## src/rtl/phs_pkg.sv

```systemverilog
package phs_pkg;

   localparam int CTRL_BITS = 7;

   localparam logic [2:0] ADR_CTRL  = 3'd0;
   localparam logic [2:0] ADR_PORTC = 3'd1;
   localparam logic [2:0] ADR_CAPT  = 3'd2;
   localparam logic [2:0] ADR_DIR   = 3'd3;
   localparam logic [2:0] ADR_PORTB = 3'd4;

   typedef struct packed {
      logic ien;
      logic tri_sel;
      logic hs_en;
      logic out_sel;
      logic pulse_sel;
      logic edge_sel;
      logic inv;
   } phs_ctrl_t;

   typedef enum logic [1:0] {
      MODE_SIMPLE  = 2'd0,
      MODE_HS_IN   = 2'd1,
      MODE_HS_OUT  = 2'd2,
      MODE_HS_TRI  = 2'd3
   } phs_mode_e;

   function automatic phs_mode_e phs_decode(phs_ctrl_t c);
      phs_mode_e m;
      if (!c.hs_en)         m = MODE_SIMPLE;
      else if (!c.out_sel)  m = MODE_HS_IN;
      else if (!c.tri_sel)  m = MODE_HS_OUT;
      else                  m = MODE_HS_TRI;
      return m;
   endfunction

endpackage

```

## src/rtl/phs_edge.sv

```systemverilog
module phs_edge #(
   parameter int SYNC_STAGES = 0
) (
   input  logic clk,
   input  logic rst_n,
   input  logic stra_i,
   input  logic edge_sel,
   output logic edge_o,
   output logic active_o
);

   logic stra_s;
   logic stra_d;
   logic primed_q;

   generate
      if (SYNC_STAGES == 0) begin : g_direct
         assign stra_s = stra_i;
      end else begin : g_sync
         logic [SYNC_STAGES-1:0] chain_q;
         always_ff @(posedge clk or negedge rst_n) begin
            if (!rst_n) chain_q <= '0;
            else        chain_q <= {chain_q[SYNC_STAGES-2:0], stra_i};
         end
         assign stra_s = chain_q[SYNC_STAGES-1];
      end
   endgenerate

   always_ff @(posedge clk or negedge rst_n) begin
      if (!rst_n) begin
         stra_d   <= 1'b0;
         primed_q <= 1'b0;
      end else begin
         stra_d   <= stra_s;
         primed_q <= 1'b1;
      end
   end

   assign edge_o   = primed_q & (edge_sel ? (stra_s & ~stra_d) : (~stra_s & stra_d));
   assign active_o = edge_sel ? stra_s : ~stra_s;


   edge_single_chk: assert property (@(posedge clk) disable iff (!rst_n)
      edge_o |=> !edge_o);

endmodule

```

## src/rtl/phs_strobe.sv

```systemverilog
module phs_strobe
   import phs_pkg::*;
#(
   parameter int PULSE_LEN = 2
) (
   input  logic      clk,
   input  logic      rst_n,
   input  phs_mode_e mode,
   input  logic      pulse_sel,
   input  logic      inv,
   input  logic      pb_wr,
   input  logic      alt_rd,
   input  logic      alt_wr,
   input  logic      edge_i,
   output logic      strb_o
);

   localparam int CNT_W = $clog2(PULSE_LEN + 1);
   localparam logic [CNT_W-1:0] CNT_LOAD = CNT_W'(PULSE_LEN);

   logic [CNT_W-1:0] cnt_q;
   logic             pend_q;
   logic             in_hs;
   logic             out_hs;
   logic             fire;
   logic             stb_act;

   assign in_hs  = (mode == MODE_HS_IN);
   assign out_hs = (mode == MODE_HS_OUT) || (mode == MODE_HS_TRI);

   always_comb begin
      if (mode == MODE_SIMPLE) fire = pb_wr;
      else if (in_hs)          fire = pulse_sel & alt_rd;
      else                     fire = pulse_sel & alt_wr;
   end

   always_ff @(posedge clk or negedge rst_n) begin
      if (!rst_n)              cnt_q <= '0;
      else if (fire)           cnt_q <= CNT_LOAD;
      else if (cnt_q != '0)    cnt_q <= cnt_q - 1'b1;
   end

   always_ff @(posedge clk or negedge rst_n) begin
      if (!rst_n) begin
         pend_q <= 1'b0;
      end else if (in_hs) begin
         if (edge_i)       pend_q <= 1'b1;
         else if (alt_rd)  pend_q <= 1'b0;
      end else if (out_hs) begin
         if (alt_wr)       pend_q <= 1'b1;
         else if (edge_i)  pend_q <= 1'b0;
      end
   end

   always_comb begin
      if (mode == MODE_SIMPLE || pulse_sel) stb_act = (cnt_q != '0);
      else if (in_hs)                       stb_act = ~pend_q;
      else                                  stb_act = pend_q;
   end

   assign strb_o = stb_act ^ inv;


   simple_pulse_chk: assert property (@(posedge clk) disable iff (!rst_n)
      (mode == MODE_SIMPLE && pb_wr) |=> stb_act);


   ready_drop_chk: assert property (@(posedge clk) disable iff (!rst_n)
      (in_hs && !pulse_sel && edge_i) |=> (!stb_act || mode != MODE_HS_IN || pulse_sel));


   data_ready_chk: assert property (@(posedge clk) disable iff (!rst_n)
      (out_hs && !pulse_sel && alt_wr) |=> (stb_act || !out_hs || pulse_sel));


   pulse_bound_chk: assert property (@(posedge clk) disable iff (!rst_n)
      cnt_q <= CNT_LOAD);

endmodule

```

## src/rtl/phs_pads.sv

```systemverilog
module phs_pads #(
   parameter int PORT_W = 8
) (
   input  logic [PORT_W-1:0] dir,
   input  logic [PORT_W-1:0] out_lat,
   input  logic [PORT_W-1:0] capt,
   input  logic              drive_all,
   input  logic [PORT_W-1:0] pad_i,
   output logic [PORT_W-1:0] pad_o,
   output logic [PORT_W-1:0] pad_oe,
   output logic [PORT_W-1:0] view
);

   generate
      for (genvar i = 0; i < PORT_W; i++) begin : g_bit
         assign pad_o[i]  = dir[i] ? out_lat[i] : capt[i];
         assign pad_oe[i] = dir[i] | drive_all;
         assign view[i]   = dir[i] ? out_lat[i] : pad_i[i];
      end
   endgenerate

endmodule

```

## src/rtl/strobe_port_ctrl.sv

```systemverilog
module strobe_port_ctrl
   import phs_pkg::*;
#(
   parameter int PORT_W      = 8,
   parameter int PULSE_LEN   = 2,
   parameter int SYNC_STAGES = 0
) (
   input  logic              clk,
   input  logic              rst_n,
   input  logic [2:0]        addr,
   input  logic              wr_en,
   input  logic              rd_en,
   input  logic [PORT_W-1:0] wdata,
   output logic [PORT_W-1:0] rdata,
   input  logic              stra_i,
   output logic              strb_o,
   input  logic [PORT_W-1:0] pc_i,
   output logic [PORT_W-1:0] pc_o,
   output logic [PORT_W-1:0] pc_oe,
   output logic [PORT_W-1:0] pb_o,
   output logic              irq_o
);

   generate
      if (PORT_W < 8) begin : g_bad_width
         $error("strobe_port_ctrl: PORT_W must be at least 8");
      end
      if (PULSE_LEN < 1) begin : g_bad_pulse
         $error("strobe_port_ctrl: PULSE_LEN must be at least 1");
      end
      if (SYNC_STAGES == 1 || SYNC_STAGES > 4) begin : g_bad_sync
         $error("strobe_port_ctrl: SYNC_STAGES must be 0 or 2..4");
      end
   endgenerate

   phs_ctrl_t         ctrl_q;
   phs_mode_e         mode;
   logic [PORT_W-1:0] dir_q;
   logic [PORT_W-1:0] lat_q;
   logic [PORT_W-1:0] capt_q;
   logic [PORT_W-1:0] pb_q;
   logic [PORT_W-1:0] view;
   logic              flag_q;
   logic              armed_q;
   logic              stra_edge;
   logic              stra_active;
   logic              out_mode;
   logic              ctrl_rd;
   logic              capt_rd;
   logic              capt_wr;
   logic              pb_wr;
   logic              clr_hit;

   assign mode     = phs_decode(ctrl_q);
   assign out_mode = (mode == MODE_HS_OUT) || (mode == MODE_HS_TRI);
   assign ctrl_rd  = rd_en && addr == ADR_CTRL;
   assign capt_rd  = rd_en && addr == ADR_CAPT;
   assign capt_wr  = wr_en && addr == ADR_CAPT;
   assign pb_wr    = wr_en && addr == ADR_PORTB;
   assign clr_hit  = armed_q && (out_mode ? capt_wr : capt_rd);

   phs_edge #(.SYNC_STAGES(SYNC_STAGES)) u_edge (
      .clk      (clk),
      .rst_n    (rst_n),
      .stra_i   (stra_i),
      .edge_sel (ctrl_q.edge_sel),
      .edge_o   (stra_edge),
      .active_o (stra_active)
   );

   always_ff @(posedge clk or negedge rst_n) begin
      if (!rst_n) begin
         ctrl_q <= '0;
         dir_q  <= '0;
         lat_q  <= '0;
         pb_q   <= '0;
      end else if (wr_en) begin
         case (addr)
            ADR_CTRL:  ctrl_q <= phs_ctrl_t'(wdata[CTRL_BITS-1:0]);
            ADR_PORTC: lat_q  <= wdata;
            ADR_CAPT:  if (out_mode) lat_q <= wdata;
            ADR_DIR:   dir_q  <= wdata;
            ADR_PORTB: pb_q   <= wdata;
            default:   ;
         endcase
      end
   end

   always_ff @(posedge clk or negedge rst_n) begin
      if (!rst_n)                     capt_q <= '0;
      else if (out_mode && capt_wr)   capt_q <= wdata;
      else if (!out_mode && stra_edge) capt_q <= pc_i;
   end

   always_ff @(posedge clk or negedge rst_n) begin
      if (!rst_n) begin
         flag_q  <= 1'b0;
         armed_q <= 1'b0;
      end else begin
         if (stra_edge)     flag_q <= 1'b1;
         else if (clr_hit)  flag_q <= 1'b0;
         if (clr_hit)                armed_q <= 1'b0;
         else if (ctrl_rd && flag_q) armed_q <= 1'b1;
      end
   end

   phs_strobe #(.PULSE_LEN(PULSE_LEN)) u_strobe (
      .clk       (clk),
      .rst_n     (rst_n),
      .mode      (mode),
      .pulse_sel (ctrl_q.pulse_sel),
      .inv       (ctrl_q.inv),
      .pb_wr     (pb_wr),
      .alt_rd    (capt_rd),
      .alt_wr    (capt_wr),
      .edge_i    (stra_edge),
      .strb_o    (strb_o)
   );

   phs_pads #(.PORT_W(PORT_W)) u_pads (
      .dir       (dir_q),
      .out_lat   (lat_q),
      .capt      (capt_q),
      .drive_all ((mode == MODE_HS_TRI) && stra_active),
      .pad_i     (pc_i),
      .pad_o     (pc_o),
      .pad_oe    (pc_oe),
      .view      (view)
   );

   always_comb begin
      rdata = '0;
      case (addr)
         ADR_CTRL:  rdata[7:0] = {flag_q, ctrl_q};
         ADR_PORTC: rdata = view;
         ADR_CAPT:  rdata = capt_q;
         ADR_DIR:   rdata = dir_q;
         ADR_PORTB: rdata = pb_q;
         default:   rdata = '0;
      endcase
   end

   assign pb_o  = pb_q;
   assign irq_o = flag_q & ctrl_q.ien;


   flag_sets_chk: assert property (@(posedge clk) disable iff (!rst_n)
      stra_edge |=> flag_q);


   flag_clear_path_chk: assert property (@(posedge clk) disable iff (!rst_n)
      $fell(flag_q) |-> $past(clr_hit));


   out_read_keeps_chk: assert property (@(posedge clk) disable iff (!rst_n)
      (out_mode && capt_rd && !wr_en && flag_q) |=> flag_q);


   capture_hold_chk: assert property (@(posedge clk) disable iff (!rst_n)
      (!stra_edge && !capt_wr) |=> $stable(capt_q));

endmodule

```

## config.mk

```make
export PLATFORM = sky130hd
export DESIGN_NAME = strobe_port_ctrl
export DESIGN_NICKNAME = d
export VERILOG_FILES = /design/src/rtl/phs_pkg.sv /design/src/rtl/phs_edge.sv /design/src/rtl/phs_strobe.sv /design/src/rtl/phs_pads.sv /design/src/rtl/strobe_port_ctrl.sv
export SDC_FILE = /design/constraint.sdc
export NUM_CORES = 1
export LEC_CHECK = 0
export BUFFER_PORTS_ARGS = -buffer_cell sky130_fd_sc_hd__buf_4
export CAP_MARGIN = 10
export CORE_MARGIN = 2
export CORE_UTILIZATION = 35
export DETAILED_ROUTE_END_ITERATION = 7
export GPL_TIMING_DRIVEN = 1
export PLACE_DENSITY = 0.62
export SKIP_LAST_GASP = 1
export SYNTH_ARGS = -nofsm -noshare
export SYNTH_HDL_FRONTEND = slang
export SYNTH_HIERARCHICAL = 1
export SYNTH_SLANG_ARGS = --single-unit
export TNS_END_PERCENT = 10
```

## constraint.sdc

```tcl
create_clock -name clk -period 5.03 [get_ports clk]
set_input_delay 1.006 -clock clk [delete_from_list [all_inputs] [get_ports clk]]
set_output_delay 1.006 -clock clk [all_outputs]
set_load 0.01 [all_outputs]
```

**Word level (Yosys, flattened, before mapping)**

Cells that the tools add are included.

- Equal/unequal tests: 9
- Bitwise operators: 18
- Add/sub/neg operators: 1
- Reductions and logical operators: 27
- Multiplexer cells: 43

Operators by type and width:

| operator | count |
|---|---|
| one-hot mux 8 bit (5 select lines) | 1 |
| 2-to-1 mux 1 bit | 34 |
| 2-to-1 mux 8 bit | 3 |
| one-hot mux 8 bit (2 select lines) | 1 |
| nonzero test 2 bit | 7 |
| logical AND 1 bit | 9 |
| 2-to-1 mux 2 bit | 4 |
| OR 1 bit | 8 |
| bitwise AND 1 bit | 6 |
| equality test 3 x 2 -> 1 bit, second input constant | 2 |
| AND reduction 2 bit | 3 |
| AND reduction 3 bit | 2 |
| equality test 2 bit, second input constant | 2 |
| equality test 3 x 1 -> 1 bit, second input constant | 1 |
| equality test 3 bit, second input constant | 1 |
| zero test 3 bit | 1 |
| inequality test 3 bit, second input constant | 1 |
| NOT 1 bit | 3 |
| nonzero test 3 bit | 1 |
| equality test 2 x 1 -> 1 bit, second input constant | 1 |
| zero test 2 bit | 1 |
| logical OR 1 bit | 2 |
| inequality test 2 bit, second input constant | 1 |
| subtractor 2 x 1 -> 2 bit, second input constant | 1 |
| 2 further kinds | 2 |

- Bits of input ports: 24
- Register bits after elaboration: 46
- Logic and storage cells: 115
- Output and inout port bits: 34

**Depth between registers and ports, before layout**

- Word-level depth: 9
- Depth in mapped cells: 8
- Depth with buffers taken out: 5

**Hierarchy**

The synthesis kept the hierarchy.

By module, submodules not included:

| module | area each (µm²) | instances | cells each | seq. area each (µm²) |
|---|---|---|---|---|
| strobe_port_ctrl | 2107.0 | 1 | 171 | 1026.0 |
| phs_pads | 290.3 | 1 | 24 | 0.0 |
| phs_strobe | 224.0 | 1 | 23 | 75.1 |
| phs_edge | 86.3 | 1 | 7 | 50.0 |

**Worst setup path after synthesis**

Ideal clock, no wire load.

- Path kind: input to output
- From: input addr[0]
- To: output rdata[0]
- Data required time: 4024 ps
- Slack: 2089 ps
- Path buffers: 3
- Stages on the path: 6
- Arrival: 1935 ps
- Cells stage by stage: buf_4 -> buf_4 -> buf_2 -> nor3b_1 -> a21oi_1 -> o22ai_1

- Longest elaborated chain between the ends: 2
- Elaborated cells on any way between the ends: 6
- Classes of those cells: eq/ne (4); mux (1); reduce/logical (1)

RTL lines:

| item | RTL line | source |
|---|---|---|
| from (decl) | strobe_port_ctrl.sv:10 | `input logic [2:0] addr,` |
| equality test 3 bit, or another cell as far along | strobe_port_ctrl.sv:133 | `case (addr)` |
| one-hot mux 8 bit (5 select lines) (*) | strobe_port_ctrl.sv:133 |  |
| to (decl) | strobe_port_ctrl.sv:14 | `output logic [PORT_W-1:0] rdata,` |

Every way passes the cells marked *; elsewhere a longest branch is shown, timed or not.

**Final worst setup path**

- From: input addr[0]
- To: output rdata[4]

The elaborated chain is that of the path after synthesis.

==> metrics <==
Worst Tran Pin Value 0.649 ns; via count 2007; count of flip-flops with a built-in enable after synthesis 0; row count 32; synthesized area per cell approximately 12 um^2; post-CTS sizing 0; clk buf depth 2; Die Width between 90 and 100 um; final wirelength 6.83 mm; critical path class primary input to output pin; root buffer cell clkbuf_8; WP data arrival 2.40 ns; layout cells sized above 1 a little under half; Leak approximately 1.5 nW; max-cap violation count 0; Adder-Cell Fraction of Synth Area 0.462%; post-synth top area share 42.5%; Initial Utilization about 36%; Pwr Total 1.39 mW; Critical Path Sink Type output pin; gr ovfl total 0; vias per inst 5.31; gr usage total ~17%; post-synthesis compound-gate area fraction 13.0%; Syn Nets 250; fin crit share 67.7%; CTS Buf Count 5; XOR/XNOR Fraction of Synth Area 0.970%; first-pass GRT wire length 11.1 mm; register area share after synthesis a little over two fifths; clock latency on the worst-skew pair roughly 0.3 ns; RSZ-0062 raised after global routing false; Top cell by count, worst path buf_4; fill count 729; first-pass iteration count of the detailed router 4; DR iter-0 viols ~160; H-tree depth 2; post-DP HPWL 4.55 mm; worst reg-to-reg path cell count 4; WL/cell between 15 and 20 um; die height ~92 um; DRC errors left 0; mux cell area share after synthesis 25.5%; setup TNS 0 ns; fmax 294 MHz; initial antenna violation count 0; status finished clean; Seq cells post-synth 46; CTS sink count 46; largest net degree at the start of global routing 47; Yosys warning total 6; crit path launch addr[0]; clk slew on worst S/H paths 0.08 ns; Crit Reg-Reg Endpoint capt_q[4]; r2r startpoint ctrl_q[1]; diode count 0; slowest stage cell, crit path nor2b_1; number of global-route vias before repair slightly above 2000; post-CTS repair timing setup buffer count 0; Ports 58; VDD IR-drop max ~0.00014 V; Worst Hold Class flip-flop to flip-flop; routability cong. around 0.85; # hold bufs at CTS 0; ANT nets after route 0; I/O Buffers 57; distinct cell type count of the synthesized netlist 46; Clock Skew about 0.0071 ns; crit path to rdata[4]; area of the core ~7600 um^2; simple-gate share of the synthesized area 13.7%; PD cells 421 nW/um^2; final setup fails 0; synth top area cells dfrtp_1 43%, mux2_2 16%, mux2_4 8.9%, a221o_1 3.0%, and3_1 2.5%; crit-path cells buf_4, nor2b_1, a22oi_1, o22ai_1, buf_4; Cells after Synth 225; ys flop type dfrtp_1; synthesis-to-layout area growth 21.9%; max-slew violation count 0; crit-path max FO 26; CP peak stage delay 0.60 ns; R2R setup slack 3.19 ns; CTS tree built; hold violation count in the final report 0; CP required 4.02 ns; async set or reset register ratio after synthesis 100%; crit path time final 3.40 ns; Startpoint Class primary input; Worst slew margin between 50% and 60%; NumNets Final 301; Synth Cell Area ~2700 um^2; largest family of logic cells by synthesized area multiplexers; Synth area leader dfrtp_1; Die ar. 8460 um^2
-- cells in the mapped netlist, types with 2 or more instances --
library cell,n
dfrtp_1,46
mux2_2,39
mux2_4,16
a21oi_1,12
and3_1,11
nor3b_1,9
a221o_1,8
o22ai_1,8
or2_1,8
a22oi_1,7
inv_1,7
clkbuf_1,6
and2_1,3
buf_2,3
nand2_1,3
nand2b_1,3
a41oi_1,2
buf_4,2
buf_6,2
nand4b_1,2
nor2_1,2
xor2_1,2
-- final cells by class --
type | instances | area [um^2] | area share [%]
multi-input combinational | 159 | 1460 | 44.1
tap | 102 | 128 | 3.87
inverter | 7 | 26.3 | 0.796
timing repair buffer | 57 | 428 | 13.0
clock inverter | 1 | 30.0 | 0.910
clock buffer | 6 | 82.6 | 2.50
sequential | 46 | 1150 | 34.9
-- cells by family (layout without fill, tap and decap cells) --
group / Yosys count / count (layout)
buf+inv: 20 / 71
xor+xnor: 3 / 3
compound gates: 46 / 46
mux: 56 / 56
simple gates: 52 / 52
other cells: 1 / 1
fa+ha+maj: 1 / 1
flops: 46 / 46
-- worst min path at each step --
stage          cells after the start       from         to
2_1_floorplan                      1    armed_q     flag_q
3_5_place_dp                       1    armed_q     flag_q
4_1_cts                            1    armed_q     flag_q
3_3_place_gp                       1    armed_q     flag_q
5_1_grt                            1  capt_q[5]  capt_q[5]
6_report                           1    armed_q     flag_q
-- per-stage QoR --
stage	cells	utilization (%)	worst slack [ns]	hold WS (ns)	instance area [um^2]
finish	378	43.4	1.63	0.506	3300
CTS	378	43.4	1.63	0.511	3300
floorplan	225	-	2.09	0.459	2710
global route	378	43.4	1.52	0.559	3300
detailed placement	371	41.9	1.63	0.486	3190
global placement	371	41.9	1.60	0.478	3190
-- where the power goes --
group	total (mW)	switching [mW]	internal, mW
Sequential	0.566	0.0971	0.469
Combinational	0.542	0.213	0.328
Clock	0.281	0.122	0.159
Total	1.39	0.433	0.957
-- per-layer routing --
layer | track usage [%] | vias to the layer above | routed length, um
met1 | 24.4 | 997 | 3240
met5 | 0 | - | 0
li1 | - | 953 | -
met3 | 3.45 | 10 | 298
met4 | 4.48 | 0 | 93
met2 | 26.3 | 47 | 3200
-- sequential cells by signal, summed over array words and instances (netlist names) --
name	count
capt_q	8
dir_q	8
lat_q	8
pb_o	8
ctrl_q	7
u_strobe/cnt_q	2
armed_q	1
flag_q	1
u_edge/primed_q	1
u_edge/stra_d	1
u_strobe/pend_q	1
-- placed cells by master (no fill, tap or decap), types with 2 or more instances in the layout --
cell,count
buf_4,57
dfrtp_1,46
mux2_2,39
mux2_4,16
a21oi_1,12
and3_1,11
nor3b_1,9
o22ai_1,8
a221o_1,8
or2_1,8
inv_1,7
a22oi_1,7
clkbuf_8,6
nand2_1,3
and2_1,3
nand2b_1,3
nand4b_1,2
nor2_1,2
a41oi_1,2
xor2_1,2
-- critical path: cells and delay by family --
family / cells / cell delay, ns
AO/OA/AOI/OAI: 2 / 0.35
buffers and inverters: 2 / 0.43
AND/OR/NAND/NOR: 1 / 0.60
No activity file was read; power rests on OpenSTA's default activity.
